## src/rtl/pit_pkg.sv

```systemverilog
// Package: shared types and constants for the interval timer.
// Assumes a source-select code equals the bit index into the tick vector.
package pit_pkg;
    typedef enum logic [1:0] {
        SRC_4K  = 2'b00,
        SRC_64  = 2'b01,
        SRC_1HZ = 2'b10,
        SRC_MIN = 2'b11
    } pit_src_e;

    localparam int PIT_NUM_SRC = 4;
    localparam int PIT_SEL_W   = $clog2(PIT_NUM_SRC);
endpackage

```

## src/rtl/pit_tick_select.sv

```systemverilog
// Module: picks the counting strobe and the release strobe from the source select.
// Assumes the strobes are one cycle wide and already in the clk domain.
// The fast release strobe serves only the fastest source, code 0.
module pit_tick_select
    import pit_pkg::*;
#(
    parameter int NUM_SRC = PIT_NUM_SRC,
    parameter int SEL_W   = PIT_SEL_W
) (
    input  logic [NUM_SRC-1:0] src_tick,
    input  logic               half_fast,
    input  logic               half_slow,
    input  logic [SEL_W-1:0]   src_sel,
    output logic               sel_tick,
    output logic               rel_strobe
);
    // Multiplexes the selected tick by index.
    always_comb begin
        sel_tick = 1'b0;
        for (int i = 0; i < NUM_SRC; i++) begin
            if (src_sel == SEL_W'(i)) sel_tick = src_tick[i];
        end
    end

    // Chooses the half-period release strobe that matches the source class.
    always_comb begin
        rel_strobe = (src_sel == SEL_W'(SRC_4K)) ? half_fast : half_slow;
    end
endmodule

```

## src/rtl/pit_countdown.sv

```systemverilog
// Module: preset register, down-counter, enable, sticky flag and the periodic
// release-pending state.
// Assumes that the write strobes are one cycle wide, that a preset write wins
// over a decrement or reload, and that an expiry wins over a flag clear.
module pit_countdown #(
    parameter int CNT_W = 8
) (
    input  logic             clk,
    input  logic             rst_n,
    input  logic             sel_tick,
    input  logic             rel_strobe,
    input  logic             periodic_mode,
    input  logic             preset_we,
    input  logic [CNT_W-1:0] preset_wdata,
    input  logic             te_we,
    input  logic             te_wdata,
    input  logic             flag_we,
    input  logic             flag_wdata,
    output logic [CNT_W-1:0] preset_q,
    output logic [CNT_W-1:0] count_q,
    output logic             te_q,
    output logic             flag_q,
    output logic             pend_q
);
    localparam logic [CNT_W-1:0] CNT_ONE  = CNT_W'(1);
    localparam logic [CNT_W-1:0] CNT_ZERO = '0;

    logic armed_q;
    logic startf_q;
    logic start_req;
    logic stop_req;
    logic dec_en;
    logic expire;
    logic reload;

    assign start_req = te_we & te_wdata & ~te_q;
    assign stop_req  = te_we & ~te_wdata;
    assign dec_en    = te_q & armed_q & sel_tick & (count_q != CNT_ZERO) & ~preset_we;
    assign expire    = dec_en & (count_q == CNT_ONE);
    assign reload    = pend_q & rel_strobe & ~preset_we;

    // Holds the software preset; only a preset write changes it.
    always_ff @(posedge clk) begin
        if (!rst_n)         preset_q <= '0;
        else if (preset_we) preset_q <= preset_wdata;
    end

    // Live count: load on a preset write, reload on release, else step down.
    always_ff @(posedge clk) begin
        if (!rst_n)         count_q <= '0;
        else if (preset_we) count_q <= preset_wdata;
        else if (reload)    count_q <= preset_q;
        else if (dec_en)    count_q <= count_q - CNT_ONE;
    end

    // Timer enable: software start and stop, and the self-clear in level mode.
    always_ff @(posedge clk) begin
        if (!rst_n)                                      te_q <= 1'b0;
        else if (start_req)                              te_q <= 1'b1;
        else if (stop_req)                               te_q <= 1'b0;
        else if (expire && !periodic_mode && !startf_q)  te_q <= 1'b0;
    end

    // Arms on the first selected tick after a start, so part periods count nothing.
    always_ff @(posedge clk) begin
        if (!rst_n)                     armed_q <= 1'b0;
        else if (start_req || stop_req) armed_q <= 1'b0;
        else if (te_q && sel_tick)      armed_q <= 1'b1;
    end

    // Records whether the flag was already set at the moment of the start.
    always_ff @(posedge clk) begin
        if (!rst_n)         startf_q <= 1'b0;
        else if (start_req) startf_q <= flag_q;
    end

    // Sticky flag: set on expiry, cleared only by writing 0.
    always_ff @(posedge clk) begin
        if (!rst_n)                      flag_q <= 1'b0;
        else if (expire)                 flag_q <= 1'b1;
        else if (flag_we && !flag_wdata) flag_q <= 1'b0;
    end

    // Periodic release pending: set on expiry, cleared by the release strobe.
    always_ff @(posedge clk) begin
        if (!rst_n)                       pend_q <= 1'b0;
        else if (expire && periodic_mode) pend_q <= 1'b1;
        else if (rel_strobe)              pend_q <= 1'b0;
    end

    AST_PRESET_LOAD: assert property (@(posedge clk) disable iff (!rst_n)
        preset_we |=> (count_q == $past(preset_wdata)) && (preset_q == $past(preset_wdata)));
    AST_COUNT_STEP: assert property (@(posedge clk) disable iff (!rst_n)
        dec_en && !reload |=> count_q == CNT_W'($past(count_q) - CNT_ONE));
    AST_IDLE_HOLD: assert property (@(posedge clk) disable iff (!rst_n)
        !te_q && !preset_we && !reload |=> $stable(count_q));
    AST_EXPIRE_FLAG: assert property (@(posedge clk) disable iff (!rst_n)
        expire |=> flag_q);
    AST_FLAG_STICKY: assert property (@(posedge clk) disable iff (!rst_n)
        flag_q && !(flag_we && !flag_wdata) |=> flag_q);
    AST_LEVEL_STOP: assert property (@(posedge clk) disable iff (!rst_n)
        expire && !periodic_mode && !startf_q && !te_we |=> !te_q);
    AST_PEND_RELEASE: assert property (@(posedge clk) disable iff (!rst_n)
        pend_q && rel_strobe && !(expire && periodic_mode) |=> !pend_q);
    AST_ZERO_NO_EXPIRE: assert property (@(posedge clk) disable iff (!rst_n)
        count_q == CNT_ZERO |=> !$rose(flag_q));
endmodule

```

## src/rtl/pit_irq_shape.sv

```systemverilog
// Module: forms the active-low drive enable from the flag or the release-pending state.
// Assumes that pend is only ever set in periodic mode.
module pit_irq_shape (
    input  logic flag_q,
    input  logic pend_q,
    input  logic periodic_mode,
    input  logic irq_en,
    output logic irq_drive_low
);
    // Level mode follows the flag; periodic mode follows the pending pulse.
    always_comb begin
        irq_drive_low = irq_en & (periodic_mode ? pend_q : flag_q);
    end
endmodule

```

## src/rtl/interval_timer_irq.sv

```systemverilog
// Module: top of the interval timer; joins the tick select, the counter and the output shaping.
// Assumes that the source and release strobes come from an external divider in the clk domain.
module interval_timer_irq
    import pit_pkg::*;
#(
    parameter int CNT_W   = 8,
    parameter int NUM_SRC = PIT_NUM_SRC,
    parameter int SEL_W   = PIT_SEL_W
) (
    input  logic               clk,
    input  logic               rst_n,
    input  logic [NUM_SRC-1:0] src_tick,
    input  logic               half_fast,
    input  logic               half_slow,
    input  logic [SEL_W-1:0]   src_sel,
    input  logic               periodic_mode,
    input  logic               irq_en,
    input  logic               preset_we,
    input  logic [CNT_W-1:0]   preset_wdata,
    input  logic               te_we,
    input  logic               te_wdata,
    input  logic               flag_we,
    input  logic               flag_wdata,
    output logic [CNT_W-1:0]   preset_q,
    output logic [CNT_W-1:0]   count_q,
    output logic               te_q,
    output logic               flag_q,
    output logic               irq_drive_low
);
    logic sel_tick;
    logic rel_strobe;
    logic pend_q;

    pit_tick_select #(.NUM_SRC(NUM_SRC), .SEL_W(SEL_W)) u_sel (
        .src_tick   (src_tick),
        .half_fast  (half_fast),
        .half_slow  (half_slow),
        .src_sel    (src_sel),
        .sel_tick   (sel_tick),
        .rel_strobe (rel_strobe)
    );

    pit_countdown #(.CNT_W(CNT_W)) u_cnt (
        .clk           (clk),
        .rst_n         (rst_n),
        .sel_tick      (sel_tick),
        .rel_strobe    (rel_strobe),
        .periodic_mode (periodic_mode),
        .preset_we     (preset_we),
        .preset_wdata  (preset_wdata),
        .te_we         (te_we),
        .te_wdata      (te_wdata),
        .flag_we       (flag_we),
        .flag_wdata    (flag_wdata),
        .preset_q      (preset_q),
        .count_q       (count_q),
        .te_q          (te_q),
        .flag_q        (flag_q),
        .pend_q        (pend_q)
    );

    pit_irq_shape u_irq (
        .flag_q        (flag_q),
        .pend_q        (pend_q),
        .periodic_mode (periodic_mode),
        .irq_en        (irq_en),
        .irq_drive_low (irq_drive_low)
    );

    AST_IRQ_MASKED: assert property (@(posedge clk) disable iff (!rst_n)
        !irq_en |-> !irq_drive_low);
endmodule

```

## config.mk

```make
export PLATFORM = sky130hd
export DESIGN_NAME = interval_timer_irq
export DESIGN_NICKNAME = d
export VERILOG_FILES = /design/src/rtl/pit_pkg.sv /design/src/rtl/pit_tick_select.sv /design/src/rtl/pit_countdown.sv /design/src/rtl/pit_irq_shape.sv /design/src/rtl/interval_timer_irq.sv
export SDC_FILE = /design/constraint.sdc
export NUM_CORES = 1
export LEC_CHECK = 0
export ABC_AREA = 1
export BUFFER_PORTS_ARGS = -buffer_cell sky130_fd_sc_hd__clkbuf_2
export CORE_AREA = 5 5 44 75
export DETAILED_ROUTE_END_ITERATION = 8
export DIE_AREA = 0 0 49 80
export GPL_ROUTABILITY_DRIVEN = 1
export PLACE_DENSITY = 0.77
export SLEW_MARGIN = 20
export SYNTH_ARGS = -nofsm -noshare
export SYNTH_HDL_FRONTEND = slang
export SYNTH_SLANG_ARGS = --single-unit
```

## constraint.sdc

```tcl
create_clock -name clk -period 1.5 [get_ports clk]
set_clock_uncertainty 0.05 [all_clocks]
set_input_delay 0.075 -clock clk [delete_from_list [all_inputs] [get_ports clk]]
set_output_delay 0.075 -clock clk [all_outputs]
set_load 0.02 [all_outputs]
```

==> results.json, run 1 <==
{
  "status": "finished clean",
  "critPathMaxFanout": 5,
  "worstHoldStart": "preset_wdata[5]",
  "regArea_um2": 426.7,
  "r2r_end": "u_cnt.count_q[5]",
  "synth_enable_flop_cells": 0,
  "final_util": 0.6119,
  "via_per_inst": 5.138,
  "multi_input_area_um2": 723.2,
  "power_frac_seq": 0.447,
  "ir_worst_vdd_mv": 0.4959,
  "htree_levels": 1,
  "max_clock_freq_ghz": 0.6947,
  "place.gp.congestion": 0.9656,
  "synth_top_family_by_area": "simple AND/OR/NAND/NOR gates",
  "cp.arrival_ns": 1.56,
  "timing_hold_violations_final": 0,
  "worstSetupPathType": "reg2reg",
  "first_iter_violations": 24,
  "synth_cells": 189,
  "diodes": 0,
  "first_pass_iters": 4,
  "drv_slew": 0,
  "avgSynthCellArea_um2": 6.547,
  "dp_cells": 264,
  "synth_compound_area_frac": 0.1800,
  "initial_core_util": 0.4710,
  "nets": 270,
  "dominantRegCellSynth": "dfxtp_1",
  "dieArea_um2": 3920,
  "synthTopCellsByArea": "dfxtp_1 34%, nand2_1 15%, nor2_1 9.1%, inv_1 6.7%, a21oi_1 6.1%",
  "die_y_um": 80,
  "worst_pin_slew_ns": 0.3555,
  "synth_area_leader_cell": "dfxtp_1",
  "clockPowerShare": 0.276,
  "finalCritPeriodShare": 0.9597,
  "finalNonFillerCells": 268,
  "tritoncts": "done",
  "synth_cell_types": 27,
  "wl_per_cell_um": 12.61,
  "fp.coreArea_um2": 2628,
  "drt_wl_total_um": 3379,
  "rows": 25,
  "clk_latency_ns": 0.26,
  "ctsLongestPathBuffers": 2,
  "yosysWarnings": 0,
  "grt_max_degree": 12,
  "power_density_nw_per_um2": 861.3,
  "end_kind": "flip-flop",
  "timing.rr.start": "u_cnt.count_q[1]",
  "die_w_um": 49,
  "synth.top_cell.area_share": 0.3397,
  "vias": 1377,
  "share_comb_of_total_power": 0.276,
  "synth-seq-cells": 21,
  "syn2layout_area_growth_pct": 29.93,
  "rrSetupSlack_ns": 0.06,
  "hp-class": "in2reg",
  "worstHoldPathCells": 3,
  "io_buffer_count": 43,
  "synth_simple_gate_area_frac": 0.3367,
  "netlist_area_um2": 1237,
  "reg2regPathDepth": 11,
  "yosysMostFrequentCell": "nand2_1",
  "grt_pass1_wl_um": 5789,
  "maxSlewHeadroom": 0.7627,
  "start_kind": "flip-flop",
  "leakagePower_nw": 0.8399,
  "synth-async-reset-ratio": 0,
  "synthMuxAreaShare": 0,
  "rsz0062_at_grt": "yes",
  "postRouteAntennaNets": 0,
  "layout-drive-gt1-share": 0.3278,
  "drc": 0,
  "grt_remaining_overflow": 0,
  "synth_xor_area_frac": 0.01416,
  "cts_made_buffers": 3,
  "p_sw_mw": 0.4539,
  "antenna_found_initial": 0,
  "cts.sinks": 21,
  "path_clk_slew_ns": 0.08,
  "cap_violations": 0,
  "layout_min_cycle_time_ns": 1.440,
  "yosysSeqAreaShare": 0.3397,
  "required_ns": 1.62,
  "root_buffer": "clkbuf_8",
  "setup_viol": 0,
  "min_to": "u_cnt.preset_q[5]",
  "p_int_mw": 0.9309,
  "synth_common_cells": "50 x nand2_1, 30 x nor2_1, 22 x inv_1",
  "switching_share": 0.3278,
  "total_power_mw": 1.385,
  "dp_hpwl_um": 2691,
  "ioPinCount": 44,
  "first_global_vias": 1343,
  "grtUsageTotal": 0.1822,
  "nFillCells": 268,
  "synth_nets": 217,
  "synth-adder-area-share": 0.03033
}
kinds of logic (layout without fill, tap and decap cells):
group           count (synthesis)  count (layout)
simple gates                   98              98
compound gates                 37              37
buf+inv                        28              80
flops                          21              21
fa+ha+maj                       3               3
xor+xnor                        2               2
state kept, by name, summed over array words and instances (netlist names):
register and cells:
u_cnt.pend_q 1, u_cnt.armed_q 1, u_cnt.flag_q 1, u_cnt.startf_q 1, u_cnt.count_q 8, u_cnt.preset_q 8, u_cnt.te_q 1
final cells by class:
class / instances / share of cell area
Clock buffer: 4 / 0.02802
Sequential cell: 21 / 0.2654
Inverter: 24 / 0.05992
Tap cell: 27 / 0.02101
Timing Repair Buffer: 52 / 0.1759
Multi-Input combinational cell: 140 / 0.4498
critical path, cell delays in order, from the launching register on:
cell	delay, ns
dfxtp_4	0.37
inv_2	0.05
ha_1	0.18
nand2_1	0.10
nor2_2	0.05
nor2_2	0.11
nand2_2	0.08
nand2_4	0.08
buf_4	0.13
nand2_1	0.05
inv_1	0.05
nor2_1	0.04
stage by stage:
stage	area [µm²]	TNS (ns)	worst slack [ns]	hold WS, ns
global placement	1530	0	0.03760	0.2897
finish	1608	0	0.06049	0.02228
detailed placement	1530	0	0.007882	0.2950
CTS	1578	0	0.004762	0.01839
global route	1608	-0.05468	-0.04887	0.03214
floorplan	1240	0	0.04029	0.1540
metal layers:
layer | GRT usage | up-vias | routed length (µm)
met4 | 0.07547 | 0 | 48
li1 | - | 706 | -
met5 | 0 | - | 0
met3 | 0.03178 | 6 | 194
met2 | 0.3534 | 48 | 1879
met1 | 0.1836 | 617 | 1256
cells in the final DEF, fill, tap and decap left out, types with 2 or more instances in the layout:
cell type	instances
a21oi_1	15
buf_4	9
clkbuf_2	43
clkbuf_8	3
dfxtp_1	18
dfxtp_2	2
ha_1	2
inv_1	19
inv_2	3
nand2_1	49
nand2_2	2
nand2_4	2
nand3_1	7
nand4_1	3
nor2_1	26
nor2_2	5
nor2_4	2
o21a_1	2
o21ai_0	6
o21ai_1	9
worst max-delay path by stage:
stage | startpoint | endpoint | slack [ns]
3_5_place_dp | u_cnt.count_q[1] | u_cnt.count_q[0] | 0.008
3_3_place_gp | u_cnt.count_q[1] | u_cnt.count_q[4] | 0.04
4_1_cts | u_cnt.count_q[1] | u_cnt.count_q[0] | 0.005
2_1_floorplan | u_cnt.count_q[0] | u_cnt.count_q[5] | 0.04
5_1_grt | u_cnt.count_q[1] | u_cnt.count_q[7] | -0.05
6_report | u_cnt.count_q[1] | u_cnt.count_q[5] | 0.06
power groups by stage:
stage / Combinational (mW) / Sequential [mW] / Clock (mW)
3_3_place_gp: 0.360 / 0.628 / 0
2_1_floorplan: 0.192 / 0.668 / 0
6_report: 0.383 / 0.619 / 0.383
5_1_grt: 0.427 / 0.624 / 0.413
3_5_place_dp: 0.364 / 0.629 / 0
4_1_cts: 0.370 / 0.616 / 0.383
timing repair:
item                       in CTS  in global routing
setup endpoints to repair       5                  8
hold buffers                    0                  0
gates resized for setup         2                 14
setup buffers                   0                  0
pin swaps                       0                  3
Note: power is estimated with default switching activity, not from simulation.
==> run 2: changes to the inputs <==
- CORE_AREA: 5 5 44 75 -> 5 5 44 74
- CTS_BUF_LIST: not set -> sky130_fd_sc_hd__clkbuf_2 sky130_fd_sc_hd__clkbuf_4 sky130_fd_sc_hd__clkbuf_8
- DIE_AREA: 0 0 49 80 -> 0 0 49 79
- PLACE_DENSITY: 0.77 -> 0.78
==> results.json, run 2 (same netlist as run 1, synthesis figures left out) <==
{
  "tritoncts": "done",
  "cts.sinks": 21,
  "finalCritPeriodShare": 0.9410,
  "ir_worst_vdd_mv": 0.6317,
  "setup_viol": 0,
  "first_global_vias": 1309,
  "leakagePower_nw": 0.8514,
  "switching_share": 0.3235,
  "regArea_um2": 425.4,
  "postRouteAntennaNets": 0,
  "crit_start": "u_cnt.count_q[1]",
  "p_int_mw": 0.9293,
  "ioPinCount": 44,
  "worst_pin_slew_ns": 0.3606,
  "place.gp.congestion": 0.9413,
  "layout-drive-gt1-share": 0.3251,
  "htree_levels": 1,
  "min_to": "u_cnt.preset_q[1]",
  "grt_pass1_wl_um": 5430,
  "final_common_cell": "nand2_1",
  "die_w_um": 49,
  "share_comb_of_total_power": 0.279,
  "multi_input_area_um2": 711.9,
  "dp_hpwl_um": 2620,
  "ctsLongestPathBuffers": 2,
  "nets": 272,
  "end_kind": "flip-flop",
  "critPathMaxFanout": 4,
  "r2r_end": "u_cnt.count_q[6]",
  "status": "finished clean",
  "cts_made_buffers": 3,
  "layout_min_cycle_time_ns": 1.411,
  "path_clk_slew_ns": 0.08,
  "cap_violations": 0,
  "cp.arrival_ns": 1.53,
  "rows": 25,
  "final_area_um2": 1612,
  "drv_slew": 0,
  "via_per_inst": 4.993,
  "placed_area_um2": 1545,
  "reg2regPathDepth": 9,
  "worstHoldPathCells": 3,
  "start_kind": "flip-flop",
  "diodes": 0,
  "clockPowerShare": 0.273,
  "root_buffer": "clkbuf_8",
  "timing.rr.start": "u_cnt.count_q[1]",
  "clk_latency_ns": 0.27,
  "dieArea_um2": 3871,
  "required_ns": 1.61,
  "initial_core_util": 0.4710,
  "max_clock_freq_ghz": 0.7085,
  "first_iter_violations": 44,
  "reg_top3": "u_cnt.count_q: 8 flops, u_cnt.preset_q: 8 flops",
  "vias": 1348,
  "grtUsageTotal": 0.1740,
  "drt_wl_total_um": 3244,
  "final_cell_mix": "49 x nand2_1, 43 x clkbuf_2, 27 x nor2_1",
  "wl_per_cell_um": 12.01,
  "grt_remaining_overflow": 0,
  "rsz0062_at_grt": "yes",
  "worstHoldStart": "preset_wdata[1]",
  "nFillCells": 261,
  "power_frac_seq": 0.448,
  "hp-class": "in2reg",
  "timing_hold_violations_final": 0,
  "syn2layout_area_growth_pct": 30.23,
  "die_y_um": 79,
  "fp.coreArea_um2": 2628,
  "first_pass_iters": 4,
  "drc": 0,
  "worstSetupPathType": "reg2reg",
  "holdWs_ns": 0.01123,
  "p_sw_mw": 0.4443,
  "antenna_found_initial": 0,
  "post-cts-setup-buffers": 0,
  "grt_max_degree": 13,
  "total_power_mw": 1.374,
  "maxSlewHeadroom": 0.7593,
  "rrSetupSlack_ns": 0.09,
  "power_density_nw_per_um2": 852.4,
  "io_buffer_count": 43
}
-- run 2: worst max-delay path by stage --
stage,slack (ns),cells after the start,endpoint
after floorplan,0.04,11,u_cnt.count_q[5]
after global placement,0.09,9,u_cnt.count_q[6]
after detailed placement,0.05,10,u_cnt.count_q[2]
after CTS,0.03,9,u_cnt.count_q[6]
after global routing,-0.03,9,u_cnt.count_q[6]
final,0.09,9,u_cnt.count_q[6]
-- run 2: timing repair --
action | CTS | global route
setup endpoints to repair | 0 | 8
hold buffers | 0 | 0
resized for setup | 0 | 10
hold endpoints to repair | 0 | 0
-- run 2: final cells by class --
| type | count | area share |
|---|---|---|
| multi-input combinational | 140 | 0.4418 |
| sequential | 21 | 0.2640 |
| inverter | 24 | 0.05978 |
| timing repair buffer | 54 | 0.1848 |
| clock inverter | 1 | 0.003106 |
| tap | 27 | 0.02096 |
| clock buffer | 3 | 0.02562 |
-- run 2: power groups by stage --
stage	Sequential [mW]	Combinational [mW]	Clock (mW)
detailed placement	0.627	0.371	0
global placement	0.627	0.369	0
CTS	0.615	0.376	0.384
floorplan	0.668	0.192	0
finish	0.616	0.383	0.375
global route	0.621	0.427	0.404
-- run 2: per-layer routing --
layer,vias to the layer above,global-route usage,routed length [µm]
met3,13,0.03002,189
met1,584,0.1748,1245
met5,-,0,0
li1,707,-,-
met4,0,0.09434,127
met2,44,0.3272,1682
-- run 2: metrics by stage --
| step | setup slack (ns) | setup TNS, ns | std cells | util |
|---|---|---|---|---|
| global placement | 0.08678 | 0 | 266 | 0.5881 |
| floorplan | 0.04029 | 0 | 189 | - |
| CTS | 0.02791 | 0 | 270 | 0.6057 |
| finish | 0.08856 | 0 | 270 | 0.6133 |
| global route | -0.03306 | -0.03565 | 270 | 0.6133 |
| detailed placement | 0.05323 | 0 | 266 | 0.5881 |
-- run 2: critical path, stage by stage, from the launching register on --
cell and delay [ns]:
dfxtp_4 0.36, inv_2 0.07, ha_2 0.21, nand3_1 0.13, o21ai_0 0.17, a21oi_1 0.09
nor2_1 0.10, nand2_1 0.06, inv_1 0.05, nor2_1 0.03
==> run 3: changes to the inputs <==
- CORE_AREA: 5 5 44 74 -> 5 5 46 77
- DIE_AREA: 0 0 49 79 -> 0 0 51 82
- GPL_ROUTABILITY_DRIVEN: 1 -> 0
- PLACE_DENSITY: 0.78 -> 0.74
- clock period: 1.5 -> 1.2 ns (I/O delays scaled with it)
==> results.json, run 3 (same netlist as run 1, synthesis figures left out) <==
{
  "status": "finished, violations left",
  "violations": "setup timing",
  "postRouteAntennaNets": 0,
  "p_int_mw": 1.278,
  "diodes": 0,
  "syn2layout_area_growth_pct": 53.99,
  "path_clk_slew_ns": 0.08,
  "io_buffer_count": 43,
  "max_clock_freq_ghz": 0.7361,
  "worst_pin_slew_ns": 0.3668,
  "total_power_mw": 1.890,
  "initial_core_util": 0.4274,
  "clockPowerShare": 0.261,
  "p_sw_mw": 0.6113,
  "drt_wl_total_um": 3546,
  "timing_hold_violations_final": 0,
  "leakagePower_nw": 0.9817,
  "layout_min_cycle_time_ns": 1.358,
  "rows": 26,
  "end_kind": "flip-flop",
  "final_common_cell": "nand2_1",
  "hp-class": "in2reg",
  "die_w_um": 51,
  "clk_latency_ns": 0.26,
  "setup_viol": 11,
  "worstHoldStart": "preset_wdata[7]",
  "vias": 1462,
  "cts_made_buffers": 3,
  "power_density_nw_per_um2": 991.6,
  "cp.arrival_ns": 1.47,
  "maxSlewHeadroom": 0.7552,
  "die_y_um": 82,
  "fp.coreArea_um2": 2895,
  "wl_per_cell_um": 12.14,
  "ir_worst_vdd_mv": 0.7065,
  "setup_tns_ns": -1.364,
  "drv_slew": 0,
  "ioPinCount": 44,
  "rsz0062_at_grt": "yes",
  "root_buffer": "clkbuf_8",
  "grt_max_degree": 12,
  "dp_hpwl_um": 2890,
  "final_cell_mix": "45 x nand2_1, 42 x clkbuf_2, 31 x buf_4",
  "grt_remaining_overflow": 0,
  "via_per_inst": 5.007,
  "tritoncts": "done",
  "first_pass_iters": 4,
  "power_frac_seq": 0.411,
  "cts.sinks": 21,
  "required_ns": 1.31,
  "ctsHoldBuffers": 0,
  "htree_levels": 1,
  "start_kind": "flip-flop",
  "crit_path_cell_trace": "inv_6, ha_4, nand2_4, nor2_4, nor2_4, nand2_2, nand2_4, buf_6, nand2_2, inv_2, nor2_1",
  "dieArea_um2": 4182,
  "timing.rr.start": "u_cnt.count_q[0]",
  "ctsLongestPathBuffers": 2,
  "layout-drive-gt1-share": 0.4811,
  "worstSetupPathType": "reg2reg",
  "setup_slack_ns": -0.1585,
  "share_comb_of_total_power": 0.329,
  "cp_slowest_stage_delay_ns": 0.37,
  "antenna_found_initial": 0,
  "nFillCells": 274,
  "finalCritPeriodShare": 1.132,
  "first_iter_violations": 35,
  "crit_path_top_delay_cell": "dfxtp_4",
  "crit_start": "u_cnt.count_q[0]",
  "reg_top3": "u_cnt.count_q: 8 flops, u_cnt.preset_q: 8 flops",
  "drc": 0,
  "grtUsageTotal": 0.1877,
  "critPathMaxFanout": 6,
  "cap_violations": 0,
  "grt_pass1_wl_um": 6085,
  "first_global_vias": 1434,
  "switching_share": 0.3235,
  "nets": 293
}
==> run 3: cell types whose count changed in the layout (fill, tap and decap cells not counted), sizes merged <==
cell / change
clkinv: -1
buf: +22
==> run 3: layout make-up <==
class                      instances  area [µm²]  share of cell area
multi-input combinational        140       814.5              0.4274
timing repair buffer              75       465.4              0.2443
sequential                        21       437.9              0.2298
inverter                          24       103.9             0.05450
clock buffer                       4       48.80             0.02561
tap                               28       35.03             0.01838
==> run 3: timing repair <==
action                     in CTS  in global routing
hold endpoints to repair        0                  0
gates resized for setup        21                 19
pin swaps                       3                  7
buffers inserted                1                  0
setup endpoints to repair      12                 12
==> run 3: critical path, delay by kind of cell (launching register included) <==
family	cells	cell delay, ns
fa+ha+maj	1	0.15
buf+inv	3	0.22
flops	1	0.37
simple gates	7	0.46
==> run 3: stage by stage <==
| stage | hold WS (ns) | utilization | cells | worst slack, ns | area (µm²) |
|---|---|---|---|---|---|
| final | 0.004457 | 0.6582 | 292 | -0.1585 | 1906 |
| after global routing | 0.02291 | 0.6582 | 292 | -0.2577 | 1906 |
| after CTS | 0.0008347 | 0.6392 | 292 | -0.1539 | 1851 |
| after detailed placement | 0.2778 | 0.5964 | 287 | -0.2162 | 1727 |
| after global placement | 0.2765 | 0.5964 | 287 | -0.1799 | 1727 |
| after floorplan | 0.1390 | - | 189 | -0.1855 | 1270 |
==> run 3: worst paths after layout <==
path	end	slack, ns	cells past startpoint
setup / recovery	u_cnt.count_q[5]	-0.16	11
hold / removal	u_cnt.preset_q[7]	0.004	3
setup reg to reg	u_cnt.count_q[5]	-0.16	11
hold reg to reg	u_cnt.preset_q[2]	0.43	2
==> run 3: routing by layer <==
metal	vias to the layer above	wire length (µm)	global-route usage
li1	752	-	-
met3	7	185	0.02359
met2	44	1983	0.3695
met1	659	1307	0.1932
met4	0	70	0.07547
met5	-	0	0
==> run 3: power by group through the flow <==
stage | sequential, mW | clock, mW | combinational (mW)
final | 0.776 | 0.493 | 0.621
after global routing | 0.782 | 0.527 | 0.688
after CTS | 0.772 | 0.503 | 0.586
after detailed placement | 0.785 | 0 | 0.545
after global placement | 0.784 | 0 | 0.536
after floorplan | 0.840 | 0 | 0.245
